File: src/rtl/dacl_pkg.sv
package dacl_pkg;

  localparam int unsigned NUM_CH = 2;

  // Per-channel select from the bus address: bit 0 is channel A, bit 1 channel B.
  function automatic logic [NUM_CH-1:0] chan_hits(input logic [1:0] addr);
    logic [NUM_CH-1:0] hit;
    unique case (addr)
      2'b00:   hit = 2'b01;
      2'b01:   hit = 2'b10;
      2'b11:   hit = 2'b11;
      default: hit = 2'b00;
    endcase
    return hit;
  endfunction

endpackage

File: src/rtl/dacl_rst_sync.sv
module dacl_rst_sync #(
  parameter int unsigned STAGES = 2
) (
  input  logic clk,
  input  logic rst_ni,
  output logic rst_no
);

  logic [STAGES-1:0] chain_q;
  logic [STAGES-1:0] chain_d;

  always_comb begin
    chain_d = {chain_q[STAGES-2:0], 1'b1};
  end

  always_ff @(posedge clk or negedge rst_ni) begin
    if (!rst_ni) chain_q <= '0;
    else         chain_q <= chain_d;
  end

  assign rst_no = chain_q[STAGES-1];

endmodule

File: src/rtl/dacl_sync.sv
module dacl_sync #(
  parameter int unsigned         WIDTH     = 1,
  parameter int unsigned         STAGES    = 2,
  parameter logic [WIDTH-1:0]    RESET_VAL = '0
) (
  input  logic             clk,
  input  logic             rst_ni,
  input  logic [WIDTH-1:0] din,
  output logic [WIDTH-1:0] dout
);

  logic [STAGES-1:0][WIDTH-1:0] stage_q;
  logic [STAGES-1:0][WIDTH-1:0] stage_d;

  always_comb begin
    stage_d[0] = din;
    for (int i = 1; i < int'(STAGES); i++) begin
      stage_d[i] = stage_q[i-1];
    end
  end

  always_ff @(posedge clk or negedge rst_ni) begin
    if (!rst_ni) stage_q <= {STAGES{RESET_VAL}};
    else         stage_q <= stage_d;
  end

  assign dout = stage_q[STAGES-1];

endmodule

File: src/rtl/dacl_por.sv
module dacl_por #(
  parameter int unsigned CYCLES = 8
) (
  input  logic clk,
  input  logic rst_ni,
  output logic busy_o
);

  localparam int unsigned   CW   = $clog2(CYCLES + 1);
  localparam logic [CW-1:0] LAST = CW'(CYCLES);

  logic [CW-1:0] cnt_q;
  logic [CW-1:0] cnt_d;
  logic          busy;

  assign busy = (cnt_q != LAST);

  always_comb begin
    cnt_d = cnt_q;
    if (busy) cnt_d = cnt_q + 1'b1;
  end

  always_ff @(posedge clk or negedge rst_ni) begin
    if (!rst_ni) cnt_q <= '0;
    else         cnt_q <= cnt_d;
  end

  assign busy_o = busy;

  // once the power-on hold ends it never comes back without a reset
  p_por_sticky_r1: assert property (@(posedge clk) disable iff (!rst_ni)
    !busy_o |=> !busy_o);

endmodule

File: src/rtl/dacl_chan.sv
module dacl_chan #(
  parameter int unsigned DATA_W = 16
) (
  input  logic              clk,
  input  logic              rst_ni,
  input  logic              clear,
  input  logic [DATA_W-1:0] code,
  input  logic              we,
  input  logic [DATA_W-1:0] din,
  input  logic              load,
  output logic [DATA_W-1:0] dac_o
);

  logic [DATA_W-1:0] hold_q, hold_d;
  logic [DATA_W-1:0] dac_q,  dac_d;

  always_comb begin
    hold_d = hold_q;
    if (clear)   hold_d = code;
    else if (we) hold_d = din;
  end

  always_comb begin
    dac_d = dac_q;
    if (clear)     dac_d = code;
    else if (load) dac_d = hold_q;
  end

  always_ff @(posedge clk or negedge rst_ni) begin
    if (!rst_ni) begin
      hold_q <= '0;
      dac_q  <= '0;
    end else begin
      hold_q <= hold_d;
      dac_q  <= dac_d;
    end
  end

  assign dac_o = dac_q;

  // output holds without load or clear
  p_dac_hold_r6: assert property (@(posedge clk) disable iff (!rst_ni)
    (!clear && !load) |=> $stable(dac_o));

  // output follows the holding register during load
  p_dac_follow_r7: assert property (@(posedge clk) disable iff (!rst_ni)
    (!clear && load) |=> (dac_o == $past(hold_q)));

  // clear wins and sets both stages to the code
  p_clear_code_r10: assert property (@(posedge clk) disable iff (!rst_ni)
    clear |=> (dac_o == $past(code) && hold_q == $past(code)));

  // holding register changes only on write or clear
  p_hold_stable_r5: assert property (@(posedge clk) disable iff (!rst_ni)
    (!clear && !we) |=> $stable(hold_q));

endmodule

File: src/rtl/dual_dac_loader.sv
module dual_dac_loader #(
  parameter int unsigned DATA_W      = 16,
  parameter int unsigned SYNC_STAGES = 2,
  parameter int unsigned POR_CYCLES  = 8
) (
  input  logic              clk,
  input  logic              rst_ni,
  input  logic [DATA_W-1:0] data_i,
  input  logic [1:0]        addr_i,
  input  logic              wr_ni,
  input  logic              load_ni,
  input  logic              clr_ni,
  input  logic              mid_sel_i,
  output logic [DATA_W-1:0] dac_a_o,
  output logic [DATA_W-1:0] dac_b_o
);

  import dacl_pkg::*;

  localparam int unsigned       BUS_W = DATA_W + 2;
  localparam logic [DATA_W-1:0] MID   = {1'b1, {(DATA_W-1){1'b0}}};

  logic rst_n_int;

  dacl_rst_sync #(.STAGES(SYNC_STAGES)) u_rst_sync (
    .clk    (clk),
    .rst_ni (rst_ni),
    .rst_no (rst_n_int)
  );

  // Control pins: wr, load, clr, mid_sel (strobes idle high)
  logic [3:0] ctl_s;
  dacl_sync #(.WIDTH(4), .STAGES(SYNC_STAGES), .RESET_VAL(4'b0111)) u_ctl_sync (
    .clk    (clk),
    .rst_ni (rst_n_int),
    .din    ({mid_sel_i, clr_ni, load_ni, wr_ni}),
    .dout   (ctl_s)
  );

  // Bus delayed by the same depth so it lines up with the strobe
  logic [BUS_W-1:0] bus_s;
  dacl_sync #(.WIDTH(BUS_W), .STAGES(SYNC_STAGES), .RESET_VAL('0)) u_bus_dly (
    .clk    (clk),
    .rst_ni (rst_n_int),
    .din    ({addr_i, data_i}),
    .dout   (bus_s)
  );

  logic wr_s, load_s, clr_s, mid_s;
  assign wr_s   = ctl_s[0];
  assign load_s = ~ctl_s[1];
  assign clr_s  = ~ctl_s[2];
  assign mid_s  = ctl_s[3];

  logic             wr_prev_q, wr_prev_d;
  logic [BUS_W-1:0] bus_prev_q, bus_prev_d;

  always_comb begin
    wr_prev_d  = wr_s;
    bus_prev_d = bus_s;
  end

  always_ff @(posedge clk or negedge rst_n_int) begin
    if (!rst_n_int) begin
      wr_prev_q  <= 1'b1;
      bus_prev_q <= '0;
    end else begin
      wr_prev_q  <= wr_prev_d;
      bus_prev_q <= bus_prev_d;
    end
  end

  logic              wr_edge;
  logic [1:0]        wr_addr;
  logic [DATA_W-1:0] wr_data;
  logic [NUM_CH-1:0] hits;

  assign wr_edge = wr_s & ~wr_prev_q;
  assign wr_addr = bus_prev_q[BUS_W-1 -: 2];
  assign wr_data = bus_prev_q[DATA_W-1:0];
  assign hits    = chan_hits(wr_addr);

  logic por_busy;
  dacl_por #(.CYCLES(POR_CYCLES)) u_por (
    .clk    (clk),
    .rst_ni (rst_n_int),
    .busy_o (por_busy)
  );

  logic              clear;
  logic [DATA_W-1:0] code;
  assign clear = clr_s | por_busy;
  assign code  = mid_s ? MID : '0;

  logic [NUM_CH-1:0][DATA_W-1:0] dac_bus;

  for (genvar ch = 0; ch < int'(NUM_CH); ch++) begin : g_chan
    dacl_chan #(.DATA_W(DATA_W)) u_chan (
      .clk    (clk),
      .rst_ni (rst_n_int),
      .clear  (clear),
      .code   (code),
      .we     (wr_edge & hits[ch]),
      .din    (wr_data),
      .load   (load_s),
      .dac_o  (dac_bus[ch])
    );
  end

  assign dac_a_o = dac_bus[0];
  assign dac_b_o = dac_bus[1];

  // a write edge is a single-cycle event
  p_edge_single_r11: assert property (@(posedge clk) disable iff (!rst_n_int)
    wr_edge |=> !wr_edge);

endmodule

File: config.mk
export PLATFORM = sky130hd
export DESIGN_NAME = dual_dac_loader
export DESIGN_NICKNAME = d
export VERILOG_FILES = /design/src/rtl/dacl_pkg.sv /design/src/rtl/dacl_rst_sync.sv /design/src/rtl/dacl_sync.sv /design/src/rtl/dacl_por.sv /design/src/rtl/dacl_chan.sv /design/src/rtl/dual_dac_loader.sv
export SDC_FILE = /design/constraint.sdc
export NUM_CORES = 1
export LEC_CHECK = 0
export ABC_AREA = 1
export BUFFER_PORTS_ARGS = -buffer_cell sky130_fd_sc_hd__buf_4
export CAP_MARGIN = 20
export CORE_MARGIN = 4
export CORE_UTILIZATION = 30
export DETAILED_ROUTE_END_ITERATION = 6
export HOLD_SLACK_MARGIN = 0.08
export PLACE_DENSITY = 0.52
export SETUP_SLACK_MARGIN = 0.05
export SLEW_MARGIN = 20
export SYNTH_ARGS = -nofsm -noshare
export SYNTH_HDL_FRONTEND = slang
export SYNTH_SLANG_ARGS = --single-unit
File: constraint.sdc
create_clock -name clk -period 11.9 [get_ports clk]
set_input_delay 1.785 -clock clk [delete_from_list [all_inputs] [get_ports clk]]
set_output_delay 1.785 -clock clk [all_outputs]
set_load 0.02 [all_outputs]
==> run metrics, run 1 <==
commonest non-fill, non-tap cells in the layout 146 x nand2_1, 125 x dfrtp_1, 56 x buf_4, 31 x inv_1, 23 x a21oi_1; setup bufs post-CTS 0; unrepaired setup endpoints after global routing no; Multi-input gate area 986 sq um; drt first pass iters 4; clock sinks 133; Worst-Skew Late Latency 400 ps; count of cell types in the netlist 23; Combinational Power Share 3.9%; drt wl/cell 12.7 um; Syn Area/Cell 11.2 sq um; first-pass GRT wire length 14,300 um; Final #Nets 492; post-synthesis sequential area ratio 73.9%; kind of cell adding the most delay to the critical path flip-flops; row count 44; crit path time final 2760 ps; number of H-tree levels 4; Total Wirelength 8360 um; largest net degree at the start of global routing 69; Int Power 795 uW; Max IR drop VDD 0.0862 mV; Critical Path Start Type register; Max-cap violations 0; switching portion of total power 20.7%; share of total power in the clock network 47.8%; final setup fails 0; PortBufs 55; Net Switching 207 uW; Syn Std Cell Area 4510 sq um; status completed; Die Height 131 um; Global Route Usage Sum 10.9%; CTS tree built; gr ovfl total 0; Seq. cell area 3340 sq um; chip width 131 um; Final Non-Filler Cells 661; initial antenna violation count 0; Final Hold Viols 0; Worst Path Max Fanout 2; hold crit path type register to register; DR vias 2,712; CP required 10,120 ps; Num CTS Buffers 17; Leak Pwr 2.79 nW; post-cts gate resize count 0; worst-path cell chain buf_4; slowest CP cell dfrtp_1; Final Max Tran Viols 0; Placed Cells incl. Taps 629; Placer Congestion 0.781; vias per cell 4.10; endpoint class of the critical path output port; Total Power 1.00 mW; Max Root-Sink Buffers 2; final worst-path cycle share 23.2%; worst relative slew slack 44.0%; ant diodes 0; synthesized net count 430; CORE AREA 14,600 sq um; dpl hpwl 5540 um; Flop pwr share 48.3%; kind of critical path register to output port; actual slew at the worst max-slew pin 840 ps; Worst Skew 7.08 ps; Synth Register Bits 133; Hold-fix buffers, CTS 0; commonest non-fill, non-tap cell in the layout nand2_1; area of the die 17,100 sq um; power density over the cells 177 nW/um^2; clk slew on worst S/H paths 50 ps; vias in the first global route 2,930; IO Count 56; root buf cell clkbuf_16; Peak Freq 362 MHz; Min Hold Slack 345 ps; layout cells sized above 1 20.1%; area grow syn2layout 25.2%; # fillers 1,458; DRC violations left 0; arrival time at the worst endpoint 980 ps; Synth Instances 402; sum of buffers and inverters on the critical path 1; Detailed Route Iter0 Violations 130; Starting Density 30.8%; Routed Antenna Nets 0; worst stage delay on the critical path 410 ps; Setup TNS 0 ps; Ys Warns 0
per-layer routing:
layer / up-vias / GRT usage (%) / share of wire, %
met5: - / 0 / 0
met4: 0 / 5.26 / 1.9
met3: 11 / 3.54 / 4.2
met2: 51 / 15.6 / 44
met1: 1287 / 15.0 / 50
li1: 1363 / - / -
registers in the layout, indices dropped and copies added (netlist names):
register	flops
u_bus_dly.dout	18
u_ctl_sync.dout	4
u_ctl_sync.stage_d	4
g_chan.u_chan.dac_o	32
u_rst_sync.chain_q	2
u_por.cnt_q	4
wr_prev_q	1
bus_prev_q	18
g_chan.u_chan.hold_q	32
u_bus_dly.stage_d	18
metrics by stage:
stage	setup slack [ps]	instance area [sq um]	util [%]
after floorplan	7930	4510	-
after global placement	9550	5100	34.8
after detailed placement	9560	5100	34.8
after CTS	9110	5650	38.6
after global routing	9100	5650	38.6
final	9140	5650	38.6
power by group through the flow:
stage	Clock (mW)	Combinational, mW	Sequential [mW]
3_5_place_dp	0	0.0403	0.492
3_3_place_gp	0	0.0395	0.492
2_1_floorplan	0	0.0199	0.494
5_1_grt	0.514	0.0452	0.487
6_report	0.479	0.0393	0.484
4_1_cts	0.492	0.0405	0.485
kinds of logic (layout without fill, tap and decap cells):
logic type | count (synthesis) | after routing | share of synthesized area [%]
fa+ha+maj | 4 | 4 | 1.11
buf+inv | 45 | 120 | 4.24
xor+xnor | 3 | 3 | 0.582
simple gates | 177 | 177 | 15.7
compound gates | 39 | 39 | 4.41
flops | 133 | 133 | 73.9
other cells | 1 | 1 | 0.0831
cell usage after synthesis:
master	instances	area [sq um]
a21oi_1	23	115
a21oi_2	1	8.76
buf_2	3	15.0
buf_4	1	7.51
buf_6	2	22.5
clkbuf_1	7	26.3
conb_1	1	3.75
dfrtp_1	126	3150
dfstp_2	7	184
ha_1	4	50.1
inv_1	31	116
inv_2	1	3.75
nand2_1	146	548
nand3_1	7	35.0
nand3_2	1	10.0
nand4_1	1	6.26
nand4_4	1	21.3
nor2_1	18	67.6
nor2_2	3	18.8
o21ai_0	1	5.00
o21ai_1	14	70.1
xnor2_1	2	17.5
xor2_1	1	8.76
worst paths after layout:
kind / startpoint / endpoint / slack [ps] / depth (start not counted)
worst max-delay path: g_chan[0].u_chan.dac_o[0] / dac_a_o[0] / 9140 / 1
min in group asynchronous: u_rst_sync.chain_q[1] / u_bus_dly.stage_d[19] / 440 / 0
worst min register to register: u_bus_dly.dout[16] / bus_prev_q[16] / 340 / 0
worst max register to register: u_por.cnt_q[0] / g_chan[0].u_chan.hold_q[6] / 9640 / 6
max in group asynchronous: u_rst_sync.chain_q[1] / g_chan[1].u_chan.hold_q[7] / 10150 / 1
worst min-delay path: u_bus_dly.dout[16] / bus_prev_q[16] / 340 / 0
area by class of cell:
type                            count  area share, %
Clock inverter                      4          0.841
Timing Repair Buffer               56           7.44
Multi-Input combinational cell    224           17.4
Inverter                           32           2.13
Clock buffer                       28           8.97
Sequential cell                   133           59.1
Tap cell                          184           4.07
Note: power is estimated with default switching activity, not from simulation.
==> run 2, diff against run 1 <==
PLACE_DENSITY = 0.53   (was 0.52)
clock period = 2.49 ns   (was 11.9 ns; I/O delays follow)
==> run 2 against run 1 <==
Flip-flop and latch count unchanged. Die area unchanged. Global-route usage up 0.14 points. Total power rose to 5.0 times the previous value. Sequential power rose to 4.7 times the previous value.
==> run metrics, run 2 (same netlist as run 1, synthesis figures left out) <==
status completed; area grow syn2layout 32.4%; Placer Congestion 0.779 (-0.20%); Min Hold Slack 137 ps (-207 ps); Final Hold Viols 0 (unchanged); crit path time final 1950 ps; drt first pass iters 4 (unchanged); vias in the first global route 3,018 (+3.0%); root buf cell clkbuf_16; final worst-path cycle share 78.4%; Final Max Tran Viols 0 (unchanged); Placed Cells incl. Taps 633 (+0.64%); row count 44 (unchanged); Worst-Skew Late Latency 410 ps (about the same); area of the die 17,100 sq um (unchanged); Area after DPL 5150 sq um (+1.1%); CP required 2840 ps (-7280 ps); IO Count 56 (unchanged); Starting Density 30.8% (unchanged); worst-path cell chain ha_1 > nand3_1 > inv_1 > nor2_1 > nand2_1 > nand2_1; actual slew at the worst max-slew pin 738 ps (-102 ps); met3 usage 3.01% (-0.53 points); grt met1 use 14.7% (-0.30 points); initial antenna violation count 0 (unchanged); worst relative slew slack 50.6% (+6.6 points); ant diodes 0 (unchanged); commonest non-fill, non-tap cells in the layout 146 x nand2_1, 125 x dfrtp_1, 58 x buf_4, 31 x inv_1; Leak Pwr 2.92 nW (+4.6%); Critical Path Start Type register; Total Power 5.02 mW (+400%); clock sinks 133 (unchanged); chip width 131 um (unchanged); DR vias 2,862 (+5.5%); largest net degree at the start of global routing 64 (-7.2%); Die Height 131 um (unchanged); number of H-tree levels 4 (unchanged); dpl hpwl 5610 um (+1.2%); Final #Nets 519 (+5.5%); final setup fails 0 (unchanged); CP most frequent cell nand2_1; gr ovfl total 0 (unchanged); CTS tree built; vias per cell 4.16 (+1.4%); Detailed Route Iter0 Violations 111 (-15%); arrival time at the worst endpoint 2300 ps (+1320 ps); Worst Skew 8.30 ps (+1.22 ps); slowest CP cell nor2_1; Max-cap violations 0 (unchanged); unrepaired setup endpoints after global routing no; Num CTS Buffers 17 (unchanged); Max IR drop VDD 0.410 mV (+370%); post-cts gate resize count 0 (unchanged); PortBufs 55 (unchanged); kind of critical path register to register; hold crit path type register to asynchronous set/reset pin; met2 usage 16.4% (+0.84 points); drt wl/cell 12.3 um (-2.9%); DRC violations left 0 (unchanged); Setup TNS 0 ps (unchanged); commonest non-fill, non-tap cell in the layout nand2_1; Final Non-Filler Cells 688 (+4.1%); endpoint class of the critical path register; Peak Freq 512 MHz; Global Route Usage Sum 11.0% (+0.14 points); first-pass GRT wire length 14,600 um (+1.7%); CORE AREA 14,600 sq um (unchanged); GRT busiest layer met2; worst stage delay on the critical path 650 ps (+240 ps); power density over the cells 840 nW/um^2 (+370%); Max Root-Sink Buffers 2 (unchanged); Worst Path Max Fanout 16 (+14); # fillers 1,433 (-1.7%); Finished Cell Area 5980 sq um (+5.8%); Routed Antenna Nets 0 (unchanged); clk slew on worst S/H paths 60 ps (about the same); layout cells sized above 1 20.6% (+0.51 points); Total Wirelength 8460 um (+1.1%)
-- run 2: layer usage --
metal / vias up / part of all wire [%]
li1: 1417 / -
met1: 1357 / 48
met2: 65 / 45
met3: 23 / 4.6
met4: 0 / 2.6
met5: - / 0
-- run 2: timing repair --
item / in CTS / in global routing
endpoints found under the hold margin: 24 / 0
buffers inserted: 0 / 0
hold buffers: 23 / 0
-- run 2: stage by stage --
step	worst slack (ps)	util (%)
global route	309	40.8
detailed placement	574	35.2
global placement	704	35.2
finish	539	40.8
floorplan	284	-
CTS	525	40.8
-- run 2: cell type report --
type | instances | area [sq um] | area share (%)
multi-input cells | 224 | 986 | 16.5
repair buffers | 83 | 706 | 11.8
clock inverters | 12 | 159 | 2.66
inverters | 32 | 120 | 2.01
clock buffers | 20 | 437 | 7.30
well taps | 184 | 230 | 3.85
flip-flops and latches | 133 | 3340 | 55.9
-- run 2: worst max-delay path: cells and delay by family, from the launching register on --
kind	cells	cell delay [ps]
flops	1	380
simple gates	4	980
buf+inv	1	230
fa+ha+maj	1	300
-- run 2: final timing paths --
path / start / to / slack [ps] / depth (start not counted)
worst max register to register: bus_prev_q[16] / g_chan[0].u_chan.hold_q[14] / 540 / 6
worst max-delay path: bus_prev_q[16] / g_chan[0].u_chan.hold_q[14] / 540 / 6
worst min register to register: u_rst_sync.chain_q[1] / u_bus_dly.dout[17] / 140 / 0
min in group clk: u_bus_dly.dout[12] / bus_prev_q[12] / 350 / 0
worst min-delay path: u_rst_sync.chain_q[1] / u_bus_dly.dout[17] / 140 / 0
max in group asynchronous: u_rst_sync.chain_q[1] / u_ctl_sync.dout[2] / 1770 / 1
-- run 2: power by group --
group          switching, mW  leakage (nW)  internal [mW]
Sequential            0.0372          1.68           2.25
Combinational          0.149         0.972         0.0983
Clock                  0.909         0.272           1.57
Total                   1.10          2.92           3.93
==> run 3, diff against run 2 <==
PLACE_DENSITY = 0.52   (was 0.53)
clock period = 1.9 ns   (was 2.49 ns; I/O delays follow)
==> run 3 against run 2 <==
Final cell count is 0.15% higher. Flip-flop and latch count unchanged. Die area unchanged. Critical endpoint is now g_chan[1].u_chan.hold_q[5]. Design area shrank 0.10%. Combinational power increased by 33%. Largest cell class unchanged. Routed wire length grew 1.9%. Fmax is 16% higher.
==> run metrics, run 3 (same netlist as run 1, synthesis figures left out) <==
R2R Path End g_chan[1].u_chan.hold_q[5]; CTS tree built; Peak Freq 592 MHz (+16%); clk slew on worst S/H paths 50 ps (about the same); Worst R2R Start u_por.cnt_q[0]; Final Non-Filler Cells 689 (+0.15%); worst relative slew slack 54.3% (+3.7 points); commonest non-fill, non-tap cells in the layout 146 x nand2_1, 125 x dfrtp_1, 61 x buf_4, 31 x inv_1; Num CTS Buffers 17 (unchanged); PortBufs 55 (unchanged); Routed Antenna Nets 0 (unchanged); Max Root-Sink Buffers 2 (unchanged); hold crit path type input port to asynchronous set/reset pin; Detailed Route Iter0 Violations 139 (+25%); initial antenna violation count 0 (unchanged); Leak Pwr 2.94 nW (+0.62%); Max-cap violations 0 (unchanged); commonest non-fill, non-tap cell in the layout nand2_1; endpoint class of the critical path register; Register-to-Register Path Depth 7 (+1); first-pass GRT wire length 14,700 um (+0.80%); setup bufs post-CTS 0 (unchanged); flop2flop setup slack 210 ps (-330 ps); Final #Nets 521 (+0.39%); Starting Density 30.8% (unchanged); area grow syn2layout 32.3%; DRC violations left 0 (unchanged); row count 44 (unchanged); root buf cell clkbuf_16; Setup TNS 0 ps (unchanged); Total Wirelength 8620 um (+1.9%); IO Count 56 (unchanged); Final Hold Viols 0 (unchanged); drt first pass iters 4 (unchanged); power density over the cells 1090 nW/um^2 (+30%); number of H-tree levels 4 (unchanged); final setup fails 0 (unchanged); kind of critical path register to register; Die Height 131 um (unchanged); vias per cell 4.17 (+0.17%); dpl hpwl 5440 um (-3.0%); crit path time final 1690 ps (-263 ps); Worst Skew 6.31 ps (-1.99 ps); ant diodes 0 (unchanged); chip width 131 um (unchanged); Global Route Usage Sum 11.2% (+0.11 points); clock sinks 133 (unchanged); Placed Cells incl. Taps 635 (+0.32%); arrival time at the worst endpoint 2030 ps (-270 ps); # fillers 1,433 (unchanged); Hold-fix buffers, CTS 23 (unchanged); Placer Congestion 0.767 (-1.5%); Area after DPL 5150 sq um (about the same); drt wl/cell 12.5 um (+1.8%); actual slew at the worst max-slew pin 686 ps (-52.0 ps); layout cells sized above 1 21.0% (+0.36 points); area of the die 17,100 sq um (unchanged); status completed; CORE AREA 14,600 sq um (unchanged); final worst-path cycle share 88.8% (+10 points); post-cts gate resize count 0 (unchanged); Worst-Skew Late Latency 410 ps (about the same); Max IR drop VDD 0.538 mV (+31%); gr ovfl total 0 (unchanged); CP required 2250 ps (-590 ps); Final Max Tran Viols 0 (unchanged); Finished Cell Area 5970 sq um (-0.10%); largest net degree at the start of global routing 132 (+110%); vias in the first global route 2,995 (-0.76%); Critical Path Start Type register; unrepaired setup endpoints after global routing no; Worst Path Max Fanout 27 (+11); DR vias 2,871 (+0.31%)
-- run 3: cell count changes in the layout (fill, tap and decap cells not counted), sizes merged --
cell,delta
bufinv,-1
buf,+2
clkinvlp,-3
clkbuf,+3
-- run 3: worst max path at each step --
stage | startpoint | cells past startpoint | endpoint
2_1_floorplan | u_rst_sync.chain_q[1] | 0 | bus_prev_q[0]
3_3_place_gp | u_por.cnt_q[0] | 7 | g_chan[1].u_chan.hold_q[5]
6_report | u_por.cnt_q[0] | 7 | g_chan[1].u_chan.hold_q[5]
4_1_cts | u_por.cnt_q[0] | 7 | g_chan[1].u_chan.hold_q[5]
5_1_grt | u_por.cnt_q[0] | 7 | g_chan[1].u_chan.hold_q[5]
3_5_place_dp | u_por.cnt_q[0] | 7 | g_chan[1].u_chan.hold_q[5]
-- run 3: layer usage --
metal  wire length, um  track usage [%]  vias up
met5                 0                0        -
li1                  -                -     1420
met2              3950             16.7       58
met3               410             4.15       10
met1              4140             14.4     1383
met4               129             5.26        0
-- run 3: cell type report --
cell class              instances  area, sq um  share of cell area (%)
clock buffers                  23          488                    8.17
clock inverters                 8         98.8                    1.66
inverters                      32          120                    2.01
multi-input cells             224          986                    16.5
flip-flops and latches        133         3340                    55.9
well taps                     184          230                    3.86
repair buffers                 85          708                    11.9
-- run 3: critical path, stage by stage (launching register included) --
cell and delay [ps]:
dfrtp_1 410, inv_1 80, ha_1 240, nand4_4 250
buf_4 320, nor2_1 170, nand2_1 80, nand2_1 70
-- run 3: per-stage QoR --
| step | power [mW] | worst slack, ps | utilization, % | hold WS [ps] |
|---|---|---|---|---|
| CTS | 6.61 | 204 | 40.8 | 165 |
| global route | 6.78 | 59.2 | 40.8 | 175 |
| floorplan | 3.22 | 496 | - | -10.6 |
| finish | 6.51 | 212 | 40.8 | 187 |
| global placement | 3.34 | 203 | 35.2 | 68.2 |
| detailed placement | 3.35 | 215 | 35.2 | 68.2 |
-- run 3: power breakdown --
| part | switching, mW | total, mW | internal [mW] |
|---|---|---|---|
| clock | 1.12 | 3.18 | 2.06 |
| combinational | 0.200 | 0.329 | 0.129 |
| sequential | 0.0456 | 3.00 | 2.95 |
